File: config.mk
export PLATFORM = sky130hd
export DESIGN_NAME = lframe_rx
export DESIGN_NICKNAME = d
export VERILOG_FILES = /design/src/rtl/lframe_pkg.sv /design/src/rtl/lframe_limit_sel.sv /design/src/rtl/lframe_gap_timer.sv /design/src/rtl/lframe_parser.sv /design/src/rtl/lframe_rx.sv
export SDC_FILE = /design/constraint.sdc
export NUM_CORES = 1
export LEC_CHECK = 0
export BUFFER_PORTS_ARGS = -buffer_cell sky130_fd_sc_hd__clkbuf_2
export CAP_MARGIN = 20
export CORE_MARGIN = 2
export CORE_UTILIZATION = 55
export CTS_CLUSTER_SIZE = 16
export DETAILED_ROUTE_END_ITERATION = 16
export MAX_ROUTING_LAYER = met4
export PLACE_DENSITY = 0.81
export SLEW_MARGIN = 5
export SYNTH_ARGS = -nofsm -noshare
export SYNTH_HDL_FRONTEND = slang
export SYNTH_SLANG_ARGS = --single-unit
export TNS_END_PERCENT = 20
File: constraint.sdc
create_clock -name clk -period 4.56 [get_ports clk]
set_input_delay 0.912 -clock clk [delete_from_list [all_inputs] [get_ports clk]]
set_output_delay 0.912 -clock clk [all_outputs]
set_load 0.1 [all_outputs]
File: src/rtl/lframe_pkg.sv
package lframe_pkg;

    localparam logic [7:0] START_BYTE = 8'h02;
    localparam logic [7:0] ACK_BYTE   = 8'h06;
    localparam logic [7:0] NAK_BYTE   = 8'h15;

    typedef enum logic [2:0] {
        P_IDLE,   // waiting for the start byte
        P_LEN,    // next byte is the length field
        P_DATA,   // collecting payload
        P_CSUM,   // next byte is the checksum
        P_DONE,   // checksum seen, waiting for silence
        P_OVER    // bytes after the checksum: frame is spoiled
    } parse_st_t;

    typedef struct packed {
        parse_st_t  st;
        logic [7:0] len;
        logic [7:0] seen;
        logic [7:0] sum;
        logic       sum_ok;
        logic [7:0] stored;
        logic       ok;
        logic       bad;
        logic       wr;
        logic [7:0] wdata;
    } parse_t;

endpackage

File: src/rtl/lframe_limit_sel.sv
module lframe_limit_sel #(
    parameter int TICKS_FIXED = 1000,
    parameter int TICKS_SLOW  = 1000,
    parameter int NUM_BAUD    = 4,
    parameter int CNT_W       = 10,
    localparam int SEL_W      = $clog2(NUM_BAUD)
) (
    input  logic             fixed_tmo,
    input  logic [SEL_W-1:0] baud_sel,
    output logic [CNT_W-1:0] limit
);

    logic [CNT_W-1:0] scaled [NUM_BAUD];

    // Each doubling of the baud rate halves five character times.
    for (genvar g = 0; g < NUM_BAUD; g++) begin : g_scale
        assign scaled[g] = CNT_W'(TICKS_SLOW >> g);
    end

    always_comb begin
        limit = fixed_tmo ? CNT_W'(TICKS_FIXED) : scaled[baud_sel];
    end

endmodule

File: src/rtl/lframe_gap_timer.sv
module lframe_gap_timer #(
    parameter int CNT_W = 10
) (
    input  logic             clk,
    input  logic             rst_n,
    input  logic             active,
    input  logic             restart,
    input  logic             tick,
    input  logic [CNT_W-1:0] limit,
    output logic             expire
);

    typedef struct packed {
        logic [CNT_W-1:0] cnt;
    } tmr_t;

    tmr_t tmr_d, tmr_q;

    always_comb begin
        tmr_d = tmr_q;
        if (!active || restart) begin
            tmr_d.cnt = '0;
        end else if (tick && (tmr_q.cnt != '1)) begin
            tmr_d.cnt = tmr_q.cnt + 1'b1;
        end
        // Close on the tick that brings the quiet count up to the limit.
        expire = active && !restart && tick &&
                 (({1'b0, tmr_q.cnt} + 1'b1) >= {1'b0, limit});
    end

    always_ff @(posedge clk or negedge rst_n) begin
        if (!rst_n) tmr_q <= '0;
        else        tmr_q <= tmr_d;
    end

    // a byte inside an open frame leaves the quiet count at zero
    a_r4_byte_restarts: assert property (@(posedge clk) disable iff (!rst_n)
        (active && restart) |=> (tmr_q.cnt == '0));

endmodule

File: src/rtl/lframe_parser.sv
module lframe_parser
    import lframe_pkg::*;
(
    input  logic       clk,
    input  logic       rst_n,
    input  logic [7:0] rx_byte,
    input  logic       rx_valid,
    input  logic       expire,
    output logic       active,
    output logic       frame_ok,
    output logic       frame_bad,
    output logic       buf_wr,
    output logic [7:0] buf_data,
    output logic [7:0] stored_cnt
);

    parse_t ps_d, ps_q;

    always_comb begin
        ps_d     = ps_q;
        ps_d.ok  = 1'b0;
        ps_d.bad = 1'b0;
        ps_d.wr  = 1'b0;
        if (rx_valid) begin
            unique case (ps_q.st)
                P_IDLE: begin
                    if (rx_byte == START_BYTE) begin
                        ps_d.st     = P_LEN;
                        ps_d.stored = '0;
                        ps_d.sum    = '0;
                        ps_d.seen   = '0;
                    end
                end
                P_LEN: begin
                    ps_d.len  = rx_byte;
                    ps_d.sum  = rx_byte;
                    ps_d.seen = '0;
                    ps_d.st   = (rx_byte == 8'd0) ? P_CSUM : P_DATA;
                end
                P_DATA: begin
                    ps_d.sum    = ps_q.sum + rx_byte;
                    ps_d.wr     = 1'b1;
                    ps_d.wdata  = rx_byte;
                    ps_d.stored = ps_q.stored + 8'd1;
                    ps_d.seen   = ps_q.seen + 8'd1;
                    if ((ps_q.seen + 8'd1) == ps_q.len) ps_d.st = P_CSUM;
                end
                P_CSUM: begin
                    ps_d.sum_ok = (rx_byte == ps_q.sum);
                    ps_d.st     = P_DONE;
                end
                default: begin
                    ps_d.st = P_OVER;
                end
            endcase
        end else if (expire) begin
            if (ps_q.st == P_DONE && ps_q.sum_ok) begin
                ps_d.ok = 1'b1;
            end else begin
                ps_d.bad    = 1'b1;
                ps_d.stored = '0;
            end
            ps_d.st = P_IDLE;
        end
    end

    always_ff @(posedge clk or negedge rst_n) begin
        if (!rst_n) ps_q <= '{st: P_IDLE, default: '0};
        else        ps_q <= ps_d;
    end

    assign active     = (ps_q.st != P_IDLE);
    assign frame_ok   = ps_q.ok;
    assign frame_bad  = ps_q.bad;
    assign buf_wr     = ps_q.wr;
    assign buf_data   = ps_q.wdata;
    assign stored_cnt = ps_q.stored;

    // stray bytes between frames leave the parser idle and silent
    a_r2_stray_ignored: assert property (@(posedge clk) disable iff (!rst_n)
        (!active && rx_valid && rx_byte != START_BYTE) |=> (!active && !buf_wr));

    // the silence limit is never reached in a cycle that carries a byte
    a_r3_close_is_quiet: assert property (@(posedge clk) disable iff (!rst_n)
        expire |-> !rx_valid);

    // every buffer write follows a received byte
    a_r9_write_follows_byte: assert property (@(posedge clk) disable iff (!rst_n)
        buf_wr |-> $past(rx_valid));

    // a discarded frame leaves nothing counted as stored
    a_r6_discard_clears: assert property (@(posedge clk) disable iff (!rst_n)
        frame_bad |-> (stored_cnt == 8'd0));

    // a close strobe lasts one cycle
    a_r11_single_pulse: assert property (@(posedge clk) disable iff (!rst_n)
        (frame_ok || frame_bad) |=> !(frame_ok || frame_bad));

endmodule

File: src/rtl/lframe_rx.sv
module lframe_rx
    import lframe_pkg::*;
#(
    parameter int TICKS_FIXED = 1000,
    parameter int TICKS_SLOW  = 1000,
    localparam int NUM_BAUD   = 4,
    localparam int MAX_TICKS  = (TICKS_FIXED > TICKS_SLOW) ? TICKS_FIXED : TICKS_SLOW,
    localparam int CNT_W      = $clog2(MAX_TICKS + 1)
) (
    input  logic       clk,
    input  logic       rst_n,
    input  logic [7:0] rx_byte,
    input  logic       rx_valid,
    input  logic       fixed_tmo,
    input  logic [1:0] baud_sel,
    input  logic       tick_10us,
    output logic       frame_ok,
    output logic       frame_bad,
    output logic       buf_wr,
    output logic [7:0] buf_data,
    output logic [7:0] stored_cnt,
    output logic       reply_req,
    output logic [7:0] reply_byte
);

    logic [CNT_W-1:0] limit;
    logic             active;
    logic             expire;

    lframe_limit_sel #(
        .TICKS_FIXED (TICKS_FIXED),
        .TICKS_SLOW  (TICKS_SLOW),
        .NUM_BAUD    (NUM_BAUD),
        .CNT_W       (CNT_W)
    ) limit_i (
        .fixed_tmo (fixed_tmo),
        .baud_sel  (baud_sel),
        .limit     (limit)
    );

    lframe_gap_timer #(
        .CNT_W (CNT_W)
    ) timer_i (
        .clk     (clk),
        .rst_n   (rst_n),
        .active  (active),
        .restart (rx_valid),
        .tick    (tick_10us),
        .limit   (limit),
        .expire  (expire)
    );

    lframe_parser parser_i (
        .clk        (clk),
        .rst_n      (rst_n),
        .rx_byte    (rx_byte),
        .rx_valid   (rx_valid),
        .expire     (expire),
        .active     (active),
        .frame_ok   (frame_ok),
        .frame_bad  (frame_bad),
        .buf_wr     (buf_wr),
        .buf_data   (buf_data),
        .stored_cnt (stored_cnt)
    );

    always_comb begin
        reply_req  = frame_ok || frame_bad;
        reply_byte = frame_ok ? ACK_BYTE : (frame_bad ? NAK_BYTE : 8'h00);
    end

    // an accepted frame is answered with ACK
    a_r5_ack_on_accept: assert property (@(posedge clk) disable iff (!rst_n)
        frame_ok |-> (reply_req && reply_byte == ACK_BYTE));

    // a discarded frame is answered with NAK
    a_r6_nak_on_discard: assert property (@(posedge clk) disable iff (!rst_n)
        frame_bad |-> (reply_req && reply_byte == NAK_BYTE));

    // accept and discard never coincide
    a_r11_exclusive: assert property (@(posedge clk) disable iff (!rst_n)
        !(frame_ok && frame_bad));

endmodule

==> run summary <==
## Die
* number of cell rows: 29
* number of ports placed on the die boundary: 43
* floorplan core area: 6350 um2
* die extent in x: 84.9 um
* overall die area: 7210 um2
* die height: 84.9 um
* initial core utilization: 0.567

## Power and ir drop
* maximum VDD drop: 0.665 mV
* PwrDens: 556 nW/um2
* static leakage power: 1.91 nW

## CTS
* later-pin clock latency in the skew report: 0.32 ns
* clk sink count: 57
* CTS tree: yes
* cts-stage hold buffer count: 0
* total of cells resized after clock tree synthesis: 0
* Clock transition at path regs: 0.06 ns
* maximum number of buffers from clock root to sink: 2
* number of buffers inserted by post-CTS setup repair: 0
* clock tree root buffer cell: sky130_fd_sc_hd__clkbuf_8
* CTS H-Tree Depth: 3
* total clock buffers created by CTS: 9

## Layout
* signed area change from the synthesized netlist to the final layout: 6.71%
* sequential cell area: 1430 um2
* number of fill cells in the layout: 536
* most frequent standard cell in the layout excluding fill and tap cells: sky130_fd_sc_hd__nand2_1
* multi-input logic area: 1910 um2
* n_diodes: 0
* share of post-route cells with drive strength above 1: 0.146
* final-stage net count: 470
* most used cells in the layout excluding fill and tap cells: sky130_fd_sc_hd__nand2_1 (75), sky130_fd_sc_hd__dfrtp_1 (57), sky130_fd_sc_hd__clkbuf_2 (38), sky130_fd_sc_hd__nor2_1 (37), sky130_fd_sc_hd__o21ai_0 (25)

## Yosys
* post-synthesis instance area: 3600 um2
* Post-Synthesis Cells: 416
* count of cell types in the netlist: 55
* multiplexer share of the synthesized area: 0.00695
* proportion of register bits with asynchronous set or reset after synthesis: 1.00
* post-synthesis simple-gate area fraction: 0.228
* adder and majority cell fraction of the synthesized area: 0.0681
* number of warnings issued by yosys: 0
* proportion of synthesized chip area in sequential cells: 0.396
* compound-gate portion of the synthesized area: 0.153
* Yosys reg bits: 57
* dominant combinational cell family by area after synthesis: simple AND/OR/NAND/NOR gates
* xor and xnor fraction of the mapped netlist area: 0.0706
* most frequently used flop master after synthesis: sky130_fd_sc_hd__dfrtp_1
* Post-synth EDFFs: 0
* post-synthesis area per instance: 8.65 um2

## Route
* via count: 2955
* detailed router's first-iteration violation count: 189
* Post-DRT Antenna Nets: 0
* DR WL/cell: 14.5 um
* DRC violation count after routing: 0
* average via count per standard cell: 5.74
* first-pass iteration count of the detailed router: 5
* routed wire length: 7.48 mm

## Setup path
* maximum fanout along the worst path: 9
* critical path required time: 4.76 ns
* critical path launch point type: flop
* Crit path arrival time: 3.22 ns
* critical path endpoint category: flop
* critical path class: flop to flop

## Placement
* HPWL reported at the end of detailed placement: 5.30 mm
* IO buf count: 38
* Setup Slack @ Placement: 1.60 ns
* GPL Wtd Cong: 0.871

## Min path
* class of the worst hold path: flop to flop

## GRT
* Congestion Overflow GR: 0
* via count of the first global-routing pass: 2839
* maximum number of pins on one net before global-route repair: 58
* antenna violations before repair: 0
* global-route wire length before repair: 12.9 mm
* overall track demand over capacity in global routing: 0.228

## Timing
* clk_skew: 0.00382 ns
* clock period minus worst slack: 3.02 ns
* final period utilization: 0.663
* final setup vio count: 0
* RSZ-0062 raised after global routing: false
* sum of negative setup slack: 0 ns
* final number of max-transition violations: 0
* Final WS setup: 1.54 ns
* transition time at the pin with the least slew margin: 1.09 ns
* final-report hold violation count: 0
* max-slew headroom at the worst pin: 0.273
* Max Clk Rate: 331 MHz

## Run status
* run status: complete, no violations

## Job
* maximum capacitance violations: 0

==> cell families after synthesis <==
family	Yosys count
AOI/OAI and AO/OA	83
xor gates and xnor gates	29
adders and majority gates	19
buffers and inverters	47
DFF	57
muxes	2
other	1
and+or+nand+nor	178
==> flip-flops by register name, summed over array words and instances, names as in the netlist <==
register and flops:
parser_i.buf_data 8, parser_i.buf_wr 1, parser_i.frame_bad 1, parser_i.frame_ok 1, parser_i.ps_q 28, parser_i.stored_cnt 8, timer_i.tmr_q 10
==> final cells by class <==
class / instances / area share
tap: 77 / 0.0251
inverter: 12 / 0.0117
multi-input combinational: 315 / 0.497
clock inverter: 1 / 0.00130
timing repair buffer: 41 / 0.0554
clock buffer: 12 / 0.0378
sequential: 57 / 0.371
==> power breakdown <==
| group | switching [W] | internal (W) |
|---|---|---|
| clock network | 0.000178 | 0.000202 |
| logic | 0.000694 | 0.000292 |
| registers | 0.000131 | 0.000636 |
==> metrics by stage <==
| stage | total power (W) | hold slack, ns | instances | util | instance area, um2 |
|---|---|---|---|---|---|
| global placement | 0.00172 | 0.456 | 502 | 0.581 | 3690 |
| CTS | 0.00214 | 0.480 | 515 | 0.605 | 3840 |
| floorplan | 0.00162 | 0.446 | 419 | - | 3610 |
| finish | 0.00213 | 0.477 | 515 | 0.605 | 3840 |
| global route | 0.00228 | 0.508 | 515 | 0.605 | 3840 |
| detailed placement | 0.00175 | 0.465 | 502 | 0.581 | 3690 |
==> critical path: stages (launching register included) <==
cell and delay [ns]:
sky130_fd_sc_hd__dfrtp_1 0.45, sky130_fd_sc_hd__and3_1 0.24, sky130_fd_sc_hd__nand3_2 0.12, sky130_fd_sc_hd__nor2_1 0.26, sky130_fd_sc_hd__and3_1 0.22, sky130_fd_sc_hd__xor2_1 0.07, sky130_fd_sc_hd__ha_1 0.30, sky130_fd_sc_hd__nand3_1 0.11
sky130_fd_sc_hd__a311o_1 0.35, sky130_fd_sc_hd__o32ai_2 0.18, sky130_fd_sc_hd__a311oi_4 0.21, sky130_fd_sc_hd__o31ai_1 0.30, sky130_fd_sc_hd__o21ai_1 0.09
==> synth_stat cells, types with 6 or more instances <==
| cell type | instances | area share |
|---|---|---|
| sky130_fd_sc_hd__nand3_1 | 11 | 0.015 |
| sky130_fd_sc_hd__buf_4 | 25 | 0.052 |
| sky130_fd_sc_hd__o21ai_1 | 9 | 0.013 |
| sky130_fd_sc_hd__ha_1 | 18 | 0.063 |
| sky130_fd_sc_hd__xnor2_1 | 15 | 0.036 |
| sky130_fd_sc_hd__inv_1 | 11 | 0.011 |
| sky130_fd_sc_hd__nor2_1 | 37 | 0.039 |
| sky130_fd_sc_hd__nand2b_1 | 6 | 0.010 |
| sky130_fd_sc_hd__a21oi_1 | 15 | 0.021 |
| sky130_fd_sc_hd__o21ai_0 | 25 | 0.035 |
| sky130_fd_sc_hd__dfrtp_1 | 57 | 0.40 |
| sky130_fd_sc_hd__nor3_1 | 16 | 0.022 |
| sky130_fd_sc_hd__clkbuf_1 | 7 | 0.0073 |
| sky130_fd_sc_hd__nor2b_1 | 6 | 0.010 |
| sky130_fd_sc_hd__xor2_1 | 14 | 0.034 |
| sky130_fd_sc_hd__a31oi_1 | 7 | 0.012 |
| sky130_fd_sc_hd__and3_1 | 10 | 0.017 |
| sky130_fd_sc_hd__nand2_1 | 75 | 0.078 |
==> path summary, 6_finish.rpt <==
| path | from | to | slack, ns | cells past startpoint |
|---|---|---|---|---|
| hold / removal | parser_i.buf_data[3]$_DFFE_PN0P_ | parser_i.buf_data[3]$_DFFE_PN0P_ | 0.48 | 2 |
| setup / recovery | timer_i.tmr_q[0]$_DFFE_PN0P_ | parser_i.stored_cnt[6]$_DFFE_PN0P_ | 1.54 | 12 |
| hold reg to reg | parser_i.buf_data[3]$_DFFE_PN0P_ | parser_i.buf_data[3]$_DFFE_PN0P_ | 0.48 | 2 |
| max in group asynchronous | rst_n | timer_i.tmr_q[4]$_DFFE_PN0P_ | 3.36 | 2 |
| min in group asynchronous | rst_n | parser_i.ps_q[29]$_DFFE_PN0P_ | 0.73 | 2 |
| setup reg to reg | timer_i.tmr_q[0]$_DFFE_PN0P_ | parser_i.stored_cnt[6]$_DFFE_PN0P_ | 1.54 | 12 |
==> metal layers <==
layer,share of wire,up-vias,global-route usage
li1,-,1463,-
met1,0.46,1414,0.293
met2,0.48,66,0.358
met3,0.043,12,0.0516
met4,0.015,0,0.0765
met5,0,-,-
No activity file was read; power rests on OpenSTA's default activity.
